--- config.mk ---
export PLATFORM = sky130hd
export DESIGN_NAME = pinbank_ctrl
export DESIGN_NICKNAME = d
export VERILOG_FILES = /design/src/rtl/pinbank_pkg.sv /design/src/rtl/pinbank_sync.sv /design/src/rtl/pinbank_setclr.sv /design/src/rtl/pinbank_bank.sv /design/src/rtl/pinbank_ctrl.sv
export SDC_FILE = /design/constraint.sdc
export NUM_CORES = 1
export LEC_CHECK = 0
export BUFFER_PORTS_ARGS = -buffer_cell sky130_fd_sc_hd__buf_2
export CORE_ASPECT_RATIO = 0.6
export CORE_MARGIN = 2
export CORE_UTILIZATION = 35
export DETAILED_ROUTE_END_ITERATION = 12
export GPL_ROUTABILITY_DRIVEN = 1
export SKIP_LAST_GASP = 1
export SLEW_MARGIN = 5
export SYNTH_ARGS = -nofsm -noshare
export SYNTH_HDL_FRONTEND = slang
export SYNTH_SLANG_ARGS = --single-unit
--- constraint.sdc ---
create_clock -name clk -period 1.89 [get_ports clk]
set_clock_uncertainty 0.15 [all_clocks]
set_input_delay 0.189 -clock clk [delete_from_list [all_inputs] [get_ports clk]]
set_output_delay 0.189 -clock clk [all_outputs]
set_load 0.005 [all_outputs]
--- src/rtl/pinbank_pkg.sv ---
`timescale 1ns/1ps
// pinbank_pkg
// Shared types and the register-offset decoder for the pin bank controller.
// Assumes a bank window of 2**BANK_WIN_LOG2 bytes and 32-bit word registers.
package pinbank_pkg;

    // Bank window size as a power of two (0x80 bytes)
    localparam int BANK_WIN_LOG2 = 7;

    // Per-line control or status selected by a register offset
    typedef enum logic [1:0] {
        FEAT_OUTLVL = 2'd0,
        FEAT_DRVEN  = 2'd1,
        FEAT_INEN   = 2'd2,
        FEAT_INVAL  = 2'd3
    } feat_e;

    // Result of decoding the offset inside one bank window
    typedef struct packed {
        logic  hit;
        logic  writable;
        feat_e feat;
    } dec_t;

    // Map an in-window byte offset onto a register, rejecting anything else
    function automatic dec_t decode_offset(input logic [BANK_WIN_LOG2-1:0] off);
        dec_t d;
        d.hit      = 1'b1;
        d.writable = 1'b1;
        d.feat     = FEAT_OUTLVL;
        case (off)
            7'h00: d.feat = FEAT_OUTLVL;
            7'h04: d.feat = FEAT_DRVEN;
            7'h08: d.feat = FEAT_INEN;
            7'h0C: begin
                d.feat     = FEAT_INVAL;
                d.writable = 1'b0;
            end
            default: begin
                d.hit      = 1'b0;
                d.writable = 1'b0;
            end
        endcase
        return d;
    endfunction

endpackage

--- src/rtl/pinbank_sync.sv ---
`timescale 1ns/1ps
// pinbank_sync
// Two-stage synchronizer for asynchronous pad levels.
// Assumes each bit is independent; no cross-bit coherence is promised.
module pinbank_sync #(
    parameter int WIDTH = 28
) (
    input  logic             clk,
    input  logic             rst_n,
    input  logic [WIDTH-1:0] async_in,
    output logic [WIDTH-1:0] sync_out
);

    logic [WIDTH-1:0] stage1_q;

    // Capture the raw pads, then re-register to settle metastability
    always_ff @(posedge clk) begin
        if (!rst_n) begin
            stage1_q <= '0;
            sync_out <= '0;
        end else begin
            stage1_q <= async_in;
            sync_out <= stage1_q;
        end
    end

endmodule

--- src/rtl/pinbank_setclr.sv ---
`timescale 1ns/1ps
// pinbank_setclr
// One control register whose bits are set and cleared by separate masks.
// Assumes the masks are only meaningful while wr_en is high; clear wins.
module pinbank_setclr #(
    parameter int WIDTH = 16
) (
    input  logic             clk,
    input  logic             rst_n,
    input  logic             wr_en,
    input  logic [WIDTH-1:0] set_bits,
    input  logic [WIDTH-1:0] clr_bits,
    output logic [WIDTH-1:0] state_q
);

    // Apply set then clear so a line named in both masks ends up cleared
    always_ff @(posedge clk) begin
        if (!rst_n) begin
            state_q <= '0;
        end else if (wr_en) begin
            state_q <= (state_q | set_bits) & ~clr_bits;
        end
    end

endmodule

--- src/rtl/pinbank_bank.sv ---
`timescale 1ns/1ps
// pinbank_bank
// One bank of up to SLOT_W lines: three set/clear control registers, the
// input gating and the zero-padded read slot for the selected register.
// Assumes LINES <= SLOT_W; slot bits above LINES read as zero.
module pinbank_bank
    import pinbank_pkg::*;
#(
    parameter int LINES  = 16,
    parameter int SLOT_W = 16
) (
    input  logic              clk,
    input  logic              rst_n,
    input  logic              wr_en,
    input  feat_e             wr_feat,
    input  logic [LINES-1:0]  set_bits,
    input  logic [LINES-1:0]  clr_bits,
    input  logic [LINES-1:0]  pin_sync,
    input  feat_e             rd_feat,
    output logic [LINES-1:0]  line_out,
    output logic [LINES-1:0]  line_oe,
    output logic [SLOT_W-1:0] rd_slot
);

    localparam int NUM_CTRL = 3;

    logic [LINES-1:0] ctrl_q [NUM_CTRL];
    logic [LINES-1:0] in_gated;

    // One set/clear register per writable control kind
    for (genvar f = 0; f < NUM_CTRL; f++) begin : g_ctrl
        pinbank_setclr #(
            .WIDTH (LINES)
        ) u_reg (
            .clk      (clk),
            .rst_n    (rst_n),
            .wr_en    (wr_en && (wr_feat == feat_e'(f))),
            .set_bits (set_bits),
            .clr_bits (clr_bits),
            .state_q  (ctrl_q[f])
        );
    end

    assign line_out = ctrl_q[FEAT_OUTLVL];
    assign line_oe  = ctrl_q[FEAT_DRVEN];
    assign in_gated = pin_sync & ctrl_q[FEAT_INEN];

    // Select the requested register and pad it to the slot width
    always_comb begin
        rd_slot = '0;
        case (rd_feat)
            FEAT_OUTLVL: rd_slot[LINES-1:0] = ctrl_q[FEAT_OUTLVL];
            FEAT_DRVEN:  rd_slot[LINES-1:0] = ctrl_q[FEAT_DRVEN];
            FEAT_INEN:   rd_slot[LINES-1:0] = ctrl_q[FEAT_INEN];
            default:     rd_slot[LINES-1:0] = in_gated;
        endcase
    end

endmodule

--- src/rtl/pinbank_ctrl.sv ---
`timescale 1ns/1ps
// pinbank_ctrl
// Top of the pin bank controller: decodes the register bus, builds one bank
// per SLOT_W lines, synchronizes the pads and registers the read data.
// Assumes single-cycle strobes and a window of 0x80 bytes per bank.
module pinbank_ctrl
    import pinbank_pkg::*;
#(
    parameter int NUM_LINES = 28,
    parameter int DATA_W    = 32,
    parameter int ADDR_W    = 8
) (
    input  logic                 clk,
    input  logic                 rst_n,
    input  logic [ADDR_W-1:0]    bus_addr,
    input  logic [DATA_W-1:0]    bus_wdata,
    input  logic                 bus_wr,
    input  logic                 bus_rd,
    output logic [DATA_W-1:0]    bus_rdata,
    output logic [NUM_LINES-1:0] pad_out,
    output logic [NUM_LINES-1:0] pad_oe,
    input  logic [NUM_LINES-1:0] pad_in
);

    localparam int SLOT_W    = DATA_W / 2;
    localparam int NUM_BANKS = (NUM_LINES + SLOT_W - 1) / SLOT_W;
    localparam int SEL_W     = ADDR_W - BANK_WIN_LOG2;

    dec_t                 dec;
    logic [SEL_W-1:0]     bank_sel;
    logic                 bank_ok;
    logic                 wr_go;
    logic                 rd_go;
    logic [NUM_LINES-1:0] pin_sync;
    logic [SLOT_W-1:0]    bank_rd [NUM_BANKS];

    assign dec      = decode_offset(bus_addr[BANK_WIN_LOG2-1:0]);
    assign bank_sel = bus_addr[ADDR_W-1:BANK_WIN_LOG2];
    assign bank_ok  = (int'(bank_sel) < NUM_BANKS);
    assign wr_go    = bus_wr && dec.hit && dec.writable && bank_ok;
    assign rd_go    = bus_rd && dec.hit && bank_ok;

    pinbank_sync #(
        .WIDTH (NUM_LINES)
    ) u_sync (
        .clk      (clk),
        .rst_n    (rst_n),
        .async_in (pad_in),
        .sync_out (pin_sync)
    );

    // One bank per SLOT_W lines; the last bank may be partly populated
    for (genvar b = 0; b < NUM_BANKS; b++) begin : g_bank
        localparam int LO  = b * SLOT_W;
        localparam int CNT = (NUM_LINES - LO > SLOT_W) ? SLOT_W : NUM_LINES - LO;

        pinbank_bank #(
            .LINES  (CNT),
            .SLOT_W (SLOT_W)
        ) u_bank (
            .clk      (clk),
            .rst_n    (rst_n),
            .wr_en    (wr_go && (bank_sel == SEL_W'(b))),
            .wr_feat  (dec.feat),
            .set_bits (bus_wdata[CNT-1:0]),
            .clr_bits (bus_wdata[SLOT_W+CNT-1:SLOT_W]),
            .pin_sync (pin_sync[LO+CNT-1:LO]),
            .rd_feat  (dec.feat),
            .line_out (pad_out[LO+CNT-1:LO]),
            .line_oe  (pad_oe[LO+CNT-1:LO]),
            .rd_slot  (bank_rd[b])
        );
    end

    // Return the selected slot one cycle after a mapped read, else zero
    always_ff @(posedge clk) begin
        if (!rst_n) begin
            bus_rdata <= '0;
        end else if (rd_go) begin
            bus_rdata <= {{(DATA_W-SLOT_W){1'b0}}, bank_rd[bank_sel]};
        end else begin
            bus_rdata <= '0;
        end
    end

endmodule

# ---- After elaboration in Yosys (flattened, before gate mapping)
# Index checks and enable logic that the tools add are counted.
dict set report word_totals {
  wordCells 58
  regBits 172
  output_inout_bits 88
}
dict set report classes {
  magnitude_cmp 1
  n_reduce_logical 16
  bitwise 18
  mux 8
  eq_ne 5
}
# cell count
set ops {}
lappend ops {{bitwise AND 16 bit} 4}
lappend ops {{bitwise AND 12 bit} 4}
lappend ops {{two-way mux 16 bit} 3}
lappend ops {{OR 16 bit} 3}
lappend ops {{case mux 16 bit (3 select lines)} 1}
lappend ops {{OR 12 bit} 3}
lappend ops {{case mux 12 bit (3 select lines)} 1}
lappend ops {{inverter 16 bit} 1}
lappend ops {{== test 7 x 4 -> 1 bit (second input constant)} 2}
lappend ops {{inverter 12 bit} 1}
lappend ops {{logical AND 1 bit} 11}
lappend ops {{== test 7 x 3 -> 1 bit (second input constant)} 1}
lappend ops {{logical NOT 7 bit} 1}
lappend ops {{case mux 2 bit (3 select lines)} 1}
lappend ops {{OR reduction 4 bit} 1}
lappend ops {{OR reduction 3 bit} 1}
lappend ops {{== test 2 x 1 -> 1 bit (second input constant)} 1}
lappend ops {{== test 2 bit (second input constant)} 1}
lappend ops {{greater-or-equal comparator 2 bit (second input constant)} 1}
lappend ops {{logical NOT 2 bit} 1}
lappend ops {{two-way mux 1 bit} 2}
lappend ops {{inverter 1 -> 2 bit} 1}
lappend ops {{AND reduction 2 bit} 1}
lappend ops {{inverter 1 bit} 1}

# ---- Logic depth before layout (Yosys ltp)
# Gate-level depths: netlist of run 1.
dict set report depth {
  ltp_word 7
  ltp_mapped 7
  depth_no_buf 4
}

# ---- Hierarchy
# From an unflattened synthesis of run 1, not the netlist that was laid out.
dict set report unflattened {
  hier_cells 618
  area_unflattened_um2 6726.5
}
# module seq_area_each_um2 n_inst cells_each area_per_inst_um2
set by_module_without_submodules {}
lappend by_module_without_submodules {{pinbank_setclr (g_bank[0].u_bank.g_ctrl[0].u_reg ...)} 320.3 3 53 625.6}
lappend by_module_without_submodules {pinbank_sync 1121.1 1 118 1532.7}
lappend by_module_without_submodules {{pinbank_setclr (g_bank[1].u_bank.g_ctrl[0].u_reg ...)} 240.2 3 40 457.9}
lappend by_module_without_submodules {pinbank_ctrl 320.3 1 82 809.5}
lappend by_module_without_submodules {{pinbank_bank (g_bank[0].u_bank)} 0.0 1 76 654.4}
lappend by_module_without_submodules {{pinbank_bank (g_bank[1].u_bank)} 0.0 1 63 479.2}

# ---- Least setup slack after synthesis of run 1
# Ideal clock, no wire load.
dict set report synth_timing {
  kind {input to register}
  from {input bus_addr[6]}
  to {register bus_rdata[9]}
  t_arrival_ns 1.511
  setup_ns 0.117
  t_required_ns 1.623
  cell_stages 5
  slack_ns 0.112
  path_cell_list {or3_1 > buf_6 > or3_1 > o22a_1 > a32o_1}
}
dict set report synth_via {
  elab_chain_cells 7
}
# item line
set synth_rtl {}
lappend synth_rtl {{start, declared} pinbank_ctrl.sv:15} ;# input logic [ADDR_W-1:0] bus_addr,
lappend synth_rtl {{== test 7 x 4 -> 1 bit or == test 7 x 3 -> 1 bit (tied branches)} pinbank_pkg.sv:31} ;# case (off)
lappend synth_rtl {{case mux 2 bit (3 select lines)} pinbank_pkg.sv:31}
lappend synth_rtl {{== test 2 bit (tied with other cells)} pinbank_bank.sv:51} ;# case (rd_feat)
lappend synth_rtl {{case mux 12 bit (3 select lines) or case mux 16 bit (3 select lines) (tied branches)} pinbank_bank.sv:51}
lappend synth_rtl {{two-way mux 16 bit (not written as such) (3 in a row)} pinbank_ctrl.sv:80} ;# bus_rdata <= {{(DATA_W-SLOT_W){1'b0}}, bank_rd[bank_sel]};
lappend synth_rtl {{end signal, assigned} pinbank_ctrl.sv:80}
lappend synth_rtl {{end, declared} pinbank_ctrl.sv:19} ;# output logic [DATA_W-1:0] bus_rdata,
# Parallel ways exist; a longest one is shown, timed or not. The select of a mux whose other input is x is not followed.
# A chain may end at the register's enable or synchronous reset.

# ---- Final worst setup path of run 1
dict set report layout_timing {
  from {input bus_addr[6]}
  to {register g_bank[0].u_bank.g_ctrl[0].u_reg.state_q[14]}
}
dict set report layout_via {
  elab_chain_cells 7
}
# item line
set layout_rtl {}
lappend layout_rtl {{== test 7 x 4 -> 1 bit (tied with other cells)} pinbank_pkg.sv:31}
lappend layout_rtl {{OR reduction 4 bit (no source line)} --}
lappend layout_rtl {{two-way mux 1 bit} pinbank_pkg.sv:31}
lappend layout_rtl {{logical AND 1 bit (2 in a row)} pinbank_ctrl.sv:40} ;# assign wr_go = bus_wr && dec.hit && dec.writable && bank_ok;
lappend layout_rtl {{logical AND 1 bit} pinbank_ctrl.sv:63} ;# .wr_en (wr_go && (bank_sel == SEL_W'(b))),
lappend layout_rtl {{logical AND 1 bit (*)} pinbank_bank.sv:37} ;# .wr_en (wr_en && (wr_feat == feat_e'(f))),
lappend layout_rtl {{end signal, assigned} pinbank_setclr.sv:21} ;# state_q <= (state_q | set_bits) & ~clr_bits;
lappend layout_rtl {{end, declared} pinbank_setclr.sv:13} ;# output logic [WIDTH-1:0] state_q
# Mark *: on every way between the ends. The rest lies on a longest branch, timed or not.

==> results of run 1 <==
==> cell type report <==
class                           instances  area, um2
Timing Repair Buffer                  265       1840
Tap cell                              246        308
Fill cell                            1843      10200
Clock inverter                         14        133
Multi-Input combinational cell        443       2890
Sequential cell                       156       3120
Inverter                                9       33.8
Clock buffer                           17        425
==> synthesized netlist by cell type (2+ instances only) <==
| library cell | n | area [um2] |
|---|---|---|
| dfxtp_1 | 156 | 3120 |
| a211oi_1 | 81 | 608 |
| buf_4 | 74 | 556 |
| a21oi_1 | 63 | 315 |
| and2_1 | 57 | 357 |
| clkbuf_1 | 38 | 143 |
| nand2_1 | 34 | 128 |
| o211ai_1 | 29 | 218 |
| a31oi_1 | 24 | 150 |
| nor2b_1 | 21 | 131 |
| nor3b_1 | 20 | 150 |
| nand3_1 | 14 | 70.1 |
| nor2_1 | 10 | 37.5 |
| a211oi_2 | 9 | 113 |
| a32oi_1 | 9 | 78.8 |
| inv_1 | 9 | 33.8 |
| nand4_1 | 9 | 56.3 |
| buf_2 | 8 | 40.0 |
| o21ai_0 | 7 | 35.0 |
| a221oi_1 | 4 | 35.0 |
| nor3_1 | 4 | 20.0 |
| o221a_2 | 4 | 45.0 |
| buf_6 | 3 | 33.8 |
| nand2b_1 | 3 | 18.8 |
| nor4_4 | 3 | 63.8 |
| o221ai_1 | 3 | 26.3 |
| buf_1 | 2 | 7.51 |
| nor4_1 | 2 | 12.5 |
| o2111ai_1 | 2 | 17.5 |
| o21a_1 | 2 | 15.0 |
| or3_1 | 2 | 12.5 |
==> final timing paths <==
kind	startpoint	end
max reg2reg	g_bank[0].u_bank.g_ctrl[0].u_reg.state_q[14]	g_bank[0].u_bank.g_ctrl[0].u_reg.state_q[14]
min	bus_addr[3]	bus_rdata[11]
max	bus_addr[6]	g_bank[0].u_bank.g_ctrl[0].u_reg.state_q[14]
min reg2reg	u_sync.stage1_q[1]	u_sync.sync_out[1]
==> routing by layer <==
layer | up-vias | routed length (um) | share of wire, %
li1 | 2896 | - | -
met4 | 0 | 117 | 0.55
met1 | 2768 | 10800 | 51
met3 | 13 | 2020 | 9.5
met5 | - | 0 | 0
met2 | 253 | 8220 | 39
==> cells in the final DEF, fill, tap and decap left out, types with 17 or more instances in the layout <==
cell / instances
clkbuf_16: 17
nor2b_1: 21
dlygate4sd3_1: 61
buf_2: 143
buf_4: 56
a211oi_1: 80
a31oi_1: 24
dfxtp_1: 156
and2_1: 57
nand2_1: 34
nor3b_1: 20
o211ai_1: 29
a21oi_1: 63
==> timing repair <==
| item | in CTS | in global routing |
|---|---|---|
| buffers inserted | 0 | 0 |
| endpoints found under the setup margin | 0 | 1 |
| gates resized for setup | 0 | 4 |
| hold buffers | 61 | 0 |
| hold endpoints to repair | 112 | 0 |
==> flip-flops by register name, indices dropped and copies added (netlist names) <==
name / count
bus_rdata: 16
g_bank.u_bank.g_ctrl.u_reg.state_q: 84
u_sync.stage1_q: 28
u_sync.sync_out: 28
==> power groups by stage <==
stage / Sequential, mW / Combinational, mW / Clock (mW)
floorplan: 3.43 / 0.243 / 0
global placement: 3.44 / 0.470 / 0
detailed placement: 3.44 / 0.470 / 0
CTS: 3.37 / 0.566 / 3.36
global route: 3.37 / 0.621 / 3.49
finish: 3.37 / 0.576 / 3.30
==> metrics by stage <==
| stage | setup TNS [ps] | utilization [%] |
|---|---|---|
| after detailed placement | -2070 | 39.9 |
| after floorplan | 0 | - |
| after global placement | -1070 | 39.9 |
| after global routing | 0 | 46.1 |
| final | 0 | 46.1 |
| after CTS | 0 | 46.1 |
==> worst max-delay path, cell delays in order <==
cell and delay (ps):
buf_2 110, buf_4 130, nor3_2 170, buf_4 160, and4_4 250, buf_8 160
a21oi_1 90, a211oi_2 190, dlygate4sd3_1 560
==> cells by family (layout without fill, tap and decap cells) <==
logic type      count (synthesis)  count (layout)
flops                         156             156
other cells                     1              16
simple gates                  186             186
compound gates                241             241
buf+inv                       134             305
==> flow_metrics.tcl, run 1 <==
set metrics [dict create \
    outcome "finished clean" \
    core_region_area_um2 19000 \
    pre_cts_ws_ps -111 \
    track_usage_pct 20.4 \
    use_met3_pct 5.72 \
    report.final.slew_viol_count 0 \
    dp_hpwl_um 14900 \
    met2_usage_pct 27.5 \
    ant_nets 0 \
    fin_crit_sh_pct 95.3 \
    htree_levels 4 \
    syn_inst 718 \
    timing.final.hold_violations 0 \
    synth_edf_count 0 \
    sw_frac_of_total_pct 24.9 \
    post_drt_wl_per_cell_um 18.4 \
    avgSynthCellArea_um2 9.40 \
    finalPower_mw 7.25 \
    cap_viol_max_count 0 \
    ys_seq_area_share_pct 46.3 \
    reg2reg_depth 3 \
    dpl_cell_area_um2 7570 \
    synth-main-ff-cell "dfxtp_1" \
    rsz0062_at_grt "no" \
    grtUsageMet1_pct 32.0 \
    die_w_um 183 \
    cp_max_fo 14 \
    yosys.area_share.simple_pct 16.6 \
    grt_max_degree 55 \
    area.growth.synth_to_final_pct 29.7 \
    fin_ws_ps 89.7 \
    crit_type "input port to register" \
    ios 160 \
    setup_viol 0 \
    synth_area_um2 6750 \
    final_area_um2 8760 \
    required_ps 2100 \
    drt_iter0_drc 432 \
    first_global_vias 5473 \
    cts-root-buf "clkbuf_16" \
    synth_warnings 0 \
    total_leakage_power_nw 3.39 \
    share_comb_of_total_power_pct 7.9 \
    drive_gt1_share_pct 28.8 \
    intPower_mw 5.44 \
    synth_compound_area_share_pct 25.0 \
    synth_top_family_by_area "compound AO/OA/AOI/OAI gates" \
    row_count 39 \
    vdd_drop_max_mv 0.674 \
    grt_pass1_wl_um 32200 \
    cp.arrival_ps 2010 \
    critPathLaunchType "input port" \
    synth_cell_types 43 \
    numClockSinks 156 \
    whs_ps 161 \
    nets 964 \
    dieArea_um2 20500 \
    hold_class "input port to register" \
    netSwitchingPower_mw 1.80 \
    muxShareOfSynthArea_pct 0 \
    seqPwrFrac_pct 46.5 \
    firstDrtPassIters 5 \
    powerDensity_nw_per_um2 828 \
    clk_pin_slew_ps 70 \
    dieHeight_um 112 \
    gp_congestion 0.850 \
    period_minus_slack_ps 1800 \
    stdcell_count 1150 \
    overflow 0 \
    timing.fmax_mhz 555 \
    cts_buffer_depth 2 \
    cts_buffers 17 \
    clk_latency_ps 420 \
    yosys_register_bits 156 \
    vias_per_cell 5.16 \
    diodes 0 \
    cts_tree "yes" \
    dp.cells 1058 \
    vias 5930 \
    r2r_slack_ps 510 \
    portBuffers 143 \
    hold_path_depth 3 \
    clockPowerShare_pct 45.6 \
    start_util_pct 35.6 \
    busiest_layer "met1" \
    antenna_found_initial 0 \
    yosys.area_share.adder_pct 0 \
    wl_um 21100 \
    end_kind "register" \
    drc 0 \
    synthArstFlopShare_pct 0 \
    synth_xor_area_share_pct 0 \
]
(Power assumes the default switching activity.)
==> run 2, diff against run 1 <==
--- a/config.mk
+++ b/config.mk
@@ -7,8 +7,8 @@
 export LEC_CHECK = 0
 export BUFFER_PORTS_ARGS = -buffer_cell sky130_fd_sc_hd__buf_2
 export CORE_ASPECT_RATIO = 0.6
-export CORE_MARGIN = 2
 export CORE_UTILIZATION = 35
+export CTS_BUF_LIST = sky130_fd_sc_hd__clkbuf_8
 export DETAILED_ROUTE_END_ITERATION = 12
 export GPL_ROUTABILITY_DRIVEN = 1
 export SKIP_LAST_GASP = 1
==> flow_metrics.tcl, run 2 (synthesis results as in run 1) <==
set metrics [dict create \
    outcome "finished clean" \
    gp_congestion 0.833 \
    cp.arrival_ps 1970 \
    fillers 1808 \
    grt_pass1_wl_um 32400 \
    period_minus_slack_ps 1720 \
    area.growth.synth_to_final_pct 28.4 \
    dp_hpwl_um 15000 \
    timing.fmax_mhz 580 \
    core_region_area_um2 18400 \
    seq_area_um2 3120 \
    cts_tree "yes" \
    ios 160 \
    vdd_drop_max_mv 0.478 \
    whs_ps 91.5 \
    clk_latency_ps 460 \
    report.final.slew_viol_count 0 \
    drive_gt1_share_pct 28.5 \
    dieArea_um2 19900 \
    layout_commonest_cell "dfxtp_1" \
    setup_viol 0 \
    slowest_stage "dlygate4sd3_1" \
    nets 964 \
    grt_max_degree 71 \
    rsz0062_at_grt "no" \
    ant_nets 0 \
    final_cell_mix "dfxtp_1, buf_2, a211oi_1, a21oi_1, dlygate4sd3_1" \
    portBuffers 143 \
    end_kind "register" \
    multi_input_area_um2 2900 \
    total_leakage_power_nw 3.35 \
    timing.final.hold_violations 0 \
    reg.largest.list "g_bank.u_bank.g_ctrl.u_reg.state_q: 84 flops, u_sync.stage1_q: 28 flops, u_sync.sync_out: 28 flops" \
    die_w_um 181 \
    clk_pin_slew_ps 90 \
    firstDrtPassIters 5 \
    row_count 38 \
    cts_buffers 17 \
    largest_register_ffs 84 \
    hold_path_end "bus_rdata[9]" \
    hold_path_depth 4 \
    htree_levels 4 \
    diodes 0 \
    drc 0 \
    overflow 0 \
    hold_class "input port to register" \
    dpl_cell_area_um2 7600 \
    top_register "g_bank.u_bank.g_ctrl.u_reg.state_q" \
    holdCritStartpoint "bus_rd" \
    cap_viol_max_count 0 \
    dieHeight_um 110 \
    post_drt_wl_per_cell_um 18.6 \
    crit_type "input port to register" \
    vias 6029 \
    start_util_pct 36.6 \
    cp_max_fo 17 \
    r2r-start "g_bank[0].u_bank.g_ctrl[0].u_reg.state_q[0]" \
    r2r_end "g_bank[0].u_bank.g_ctrl[0].u_reg.state_q[0]" \
    crit_chain "buf_2, buf_4, nor2_1, and4_4, buf_4, a21oi_1, a211oi_1, dlygate4sd3_1" \
    r2r_slack_ps 460 \
    powerDensity_nw_per_um2 777 \
    vias_per_cell 5.27 \
    track_usage_pct 21.6 \
    finalPower_mw 6.73 \
    crit_top_cell "buf_4" \
    critPathLaunchType "input port" \
    wl_um 21200 \
    first_global_vias 5434 \
    cts_buffer_depth 2 \
    final_area_um2 8670 \
    numClockSinks 156 \
    critPathMaxStageDelay_ps 570 \
    cts-root-buf "clkbuf_8" \
    drt_iter0_drc 501 \
    fin_crit_sh_pct 91.2 \
    reg2reg_depth 3 \
    required_ps 2130 \
    antenna_found_initial 0 \
]
## run 2: cell types whose count changed in the layout (fill, tap and decap cells not counted), sizes merged
cell and change:
bufinv +2, buf -1, dlygate4sd3 +1, clkinv -1, clkinvlp -1
## run 2: power breakdown
part / leakage (nW) / internal, mW / switching [mW]
logic: 1.86 / 0.263 / 0.313
registers: 1.27 / 3.34 / 0.0249
clock network: 0.215 / 1.36 / 1.43
total: 3.35 / 4.96 / 1.77
## run 2: repair_timing
action | CTS | global route
hold endpoints to repair | 112 | 0
hold buffers | 62 | 0
buffers inserted | 0 | 0
setup endpoints to repair | 0 | 2
gates resized for setup | 0 | 5
## run 2: per-stage QoR
stage	TNS (ps)	utilization [%]	std cells	setup slack [ps]
6_report	0	47.0	1144	167
5_1_grt	0	47.0	1144	46.9
4_1_cts	0	46.9	1144	48.7
3_5_place_dp	-2670	41.2	1051	-132
3_3_place_gp	-1500	41.2	1051	-128
2_1_floorplan	0	-	733	112
## run 2: layer usage
layer	up-vias	track usage [%]	part of all wire (%)
met5	-	0	0
met4	0	5.21	0.49
met3	9	4.47	7.9
met2	265	29.5	40
met1	2859	33.5	52
li1	2896	-	-
## run 2: critical path: cells and delay by family
kind,cells,cell delay [ps]
buf+inv,4,1120
simple gates,2,350
compound gates,2,290
## run 2: worst max path at each step
stage,slack (ps),cells after the start,start,endpoint
after global routing,50,8,bus_addr[6],g_bank[0].u_bank.g_ctrl[0].u_reg.state_q[0]
after global placement,-130,8,bus_addr[6],bus_rdata[3]
after CTS,50,8,bus_addr[6],g_bank[0].u_bank.g_ctrl[0].u_reg.state_q[0]
after detailed placement,-130,7,bus_addr[6],bus_rdata[3]
after floorplan,110,5,bus_addr[6],bus_rdata[9]
final,170,8,bus_addr[3],g_bank[0].u_bank.g_ctrl[0].u_reg.state_q[0]
## run 2: area by class of cell
cell class                 instances  share of cell area (%)
sequential                       156                    36.0
multi-input combinational        443                    33.5
timing repair buffer             265                    21.7
tap                              240                    3.47
clock buffer                      17                    2.70
clock inverter                    14                    2.28
inverter                           9                   0.390
==> run 3, diff against run 2 <==
--- a/config.mk
+++ b/config.mk
@@ -7,10 +7,11 @@
 export LEC_CHECK = 0
 export BUFFER_PORTS_ARGS = -buffer_cell sky130_fd_sc_hd__buf_2
 export CORE_ASPECT_RATIO = 0.6
-export CORE_UTILIZATION = 35
+export CORE_UTILIZATION = 45
 export CTS_BUF_LIST = sky130_fd_sc_hd__clkbuf_8
 export DETAILED_ROUTE_END_ITERATION = 12
 export GPL_ROUTABILITY_DRIVEN = 1
+export PLACE_DENSITY = 0.71
 export SKIP_LAST_GASP = 1
 export SLEW_MARGIN = 5
 export SYNTH_ARGS = -nofsm -noshare
==> flow_metrics.tcl, run 3 (synthesis results as in run 1) <==
set metrics [dict create \
    cts-root-buf "clkbuf_8" \
    grt_pass1_wl_um 30900 \
    ant_nets 0 \
    area.growth.synth_to_final_pct 25.8 \
    multi_input_area_um2 2890 \
    portBuffers 143 \
    core_region_area_um2 14500 \
    diodes 0 \
    powerDensity_nw_per_um2 769 \
    finalPower_mw 6.53 \
    start_util_pct 46.4 \
    clk_pin_slew_ps 90 \
    cts_buffers 17 \
    antenna_found_initial 0 \
    startpoint "bus_addr[6]" \
    routed.top_layer "met4" \
    end_kind "register" \
    seq_area_um2 3120 \
    first_global_vias 5573 \
    endpoint "bus_rdata[2]" \
    cp.arrival_ps 1770 \
    cts_buffer_depth 2 \
    top_register "g_bank.u_bank.g_ctrl.u_reg.state_q" \
    final_area_um2 8490 \
    track_usage_pct 25.6 \
    dieHeight_um 96.9 \
    report.final.slew_viol_count 0 \
    drt_iter0_drc 626 \
    wl_um 19600 \
    slowest_stage "or3_1" \
    period_minus_slack_ps 1550 \
    row_count 34 \
    layout_commonest_cell "dfxtp_1" \
    r2r_slack_ps 480 \
    crit_buf_inv 3 \
    cp_max_fo 11 \
    critPathMaxStageDelay_ps 380 \
    htree_levels 4 \
    r2r-start "u_sync.sync_out[0]" \
    required_ps 2110 \
    drive_gt1_share_pct 28.3 \
    cp_top_family "simple AND/OR/NAND/NOR gates" \
    vias 6043 \
    timing.final.hold_violations 0 \
    firstDrtPassIters 6 \
    reg.largest.list "g_bank.u_bank.g_ctrl.u_reg.state_q: 84 flops, u_sync.stage1_q: 28 flops, u_sync.sync_out: 28 flops" \
    largest_register_ffs 84 \
    total_leakage_power_nw 3.29 \
    vdd_drop_max_mv 0.446 \
    dpl_cell_area_um2 7470 \
    routed-wl-met2_um 7960 \
    cap_viol_max_count 0 \
    outcome "finished clean" \
    dieArea_um2 15500 \
    overflow 0 \
    cts_setup_buffers 0 \
    setup_viol 0 \
    fin_crit_sh_pct 81.9 \
    fillers 1286 \
    gp_congestion 0.869 \
    r2r_end "bus_rdata[0]" \
    reg2reg_depth 4 \
    drc 0 \
    hold_class "input port to register" \
    ios 160 \
    cp_num_cells 7 \
    die_w_um 160 \
    holdCritStartpoint "bus_addr[4]" \
    crit_top_cell "buf_4" \
    rsz0062_at_grt "no" \
    timing.fmax_mhz 646 \
    final_cell_mix "dfxtp_1, buf_2, a211oi_1, a21oi_1, dlygate4sd3_1" \
    vias_per_cell 5.51 \
    crit_type "input port to register" \
    grt_max_degree 85 \
    dr_wl_met3_um 2050 \
    fin_ws_ps 342 \
    pre_cts_ws_ps -79.6 \
    numClockSinks 156 \
    critPathLaunchType "input port" \
    dp_hpwl_um 13400 \
    wl_met1_um 9290 \
    clk_latency_ps 460 \
    nets 958 \
    crit_chain "buf_2, or3_1, buf_4, nor4_2, buf_4, a32oi_1, o221ai_1" \
    cts_tree "yes" \
    post_drt_wl_per_cell_um 17.9 \
]
[run 3: worst min path at each step]
stage	slack (ps)	end	cells after the start
2_1_floorplan	130	g_bank[1].u_bank.g_ctrl[0].u_reg.state_q[10]	1
3_3_place_gp	250	u_sync.stage1_q[14]	2
3_5_place_dp	250	u_sync.stage1_q[18]	2
4_1_cts	90	bus_rdata[11]	3
5_1_grt	130	bus_rdata[11]	3
6_report	90	bus_rdata[11]	5
[run 3: routing by layer]
layer / GRT usage [%] / up-vias
met5: 0 / -
met4: 8.35 / 0
met3: 6.05 / 28
met2: 35.8 / 335
met1: 38.3 / 2798
li1: - / 2882
[run 3: layout make-up]
type,count,share of cell area (%)
clock inverters,15,2.12
clock buffers,17,2.75
repair buffers,259,21.0
inverters,9,0.398
multi-input cells,443,34.0
well taps,198,2.92
flip-flops and latches,156,36.8
[run 3: metrics by stage]
step	cells	TNS [ps]	hold slack, ps	utilization, %
6_report	1097	0	92.3	58.4
5_1_grt	1097	0	128	58.4
4_1_cts	1098	0	90.5	58.4
3_5_place_dp	1005	-1370	248	51.4
3_3_place_gp	1005	-806	248	51.4
2_1_floorplan	733	0	132	-
[run 3: worst reg2reg max path: stages, from the launching register on]
cell	delay, ps
dfxtp_1	430
nand2_1	80
a211oi_1	380
a32oi_1	120
o211ai_1	180
[run 3: timing repair]
item | 4_1_cts | 5_1_grt
gates resized for setup | 0 | 2
endpoints found under the hold margin | 112 | 0
hold buffers | 61 | 0
setup endpoints to repair | 0 | 1
[run 3: where the power goes]
group          internal [mW]  switching [mW]  total, mW
Combinational          0.253           0.301      0.553
Sequential              3.34          0.0250       3.37
Clock                   1.23            1.38       2.61
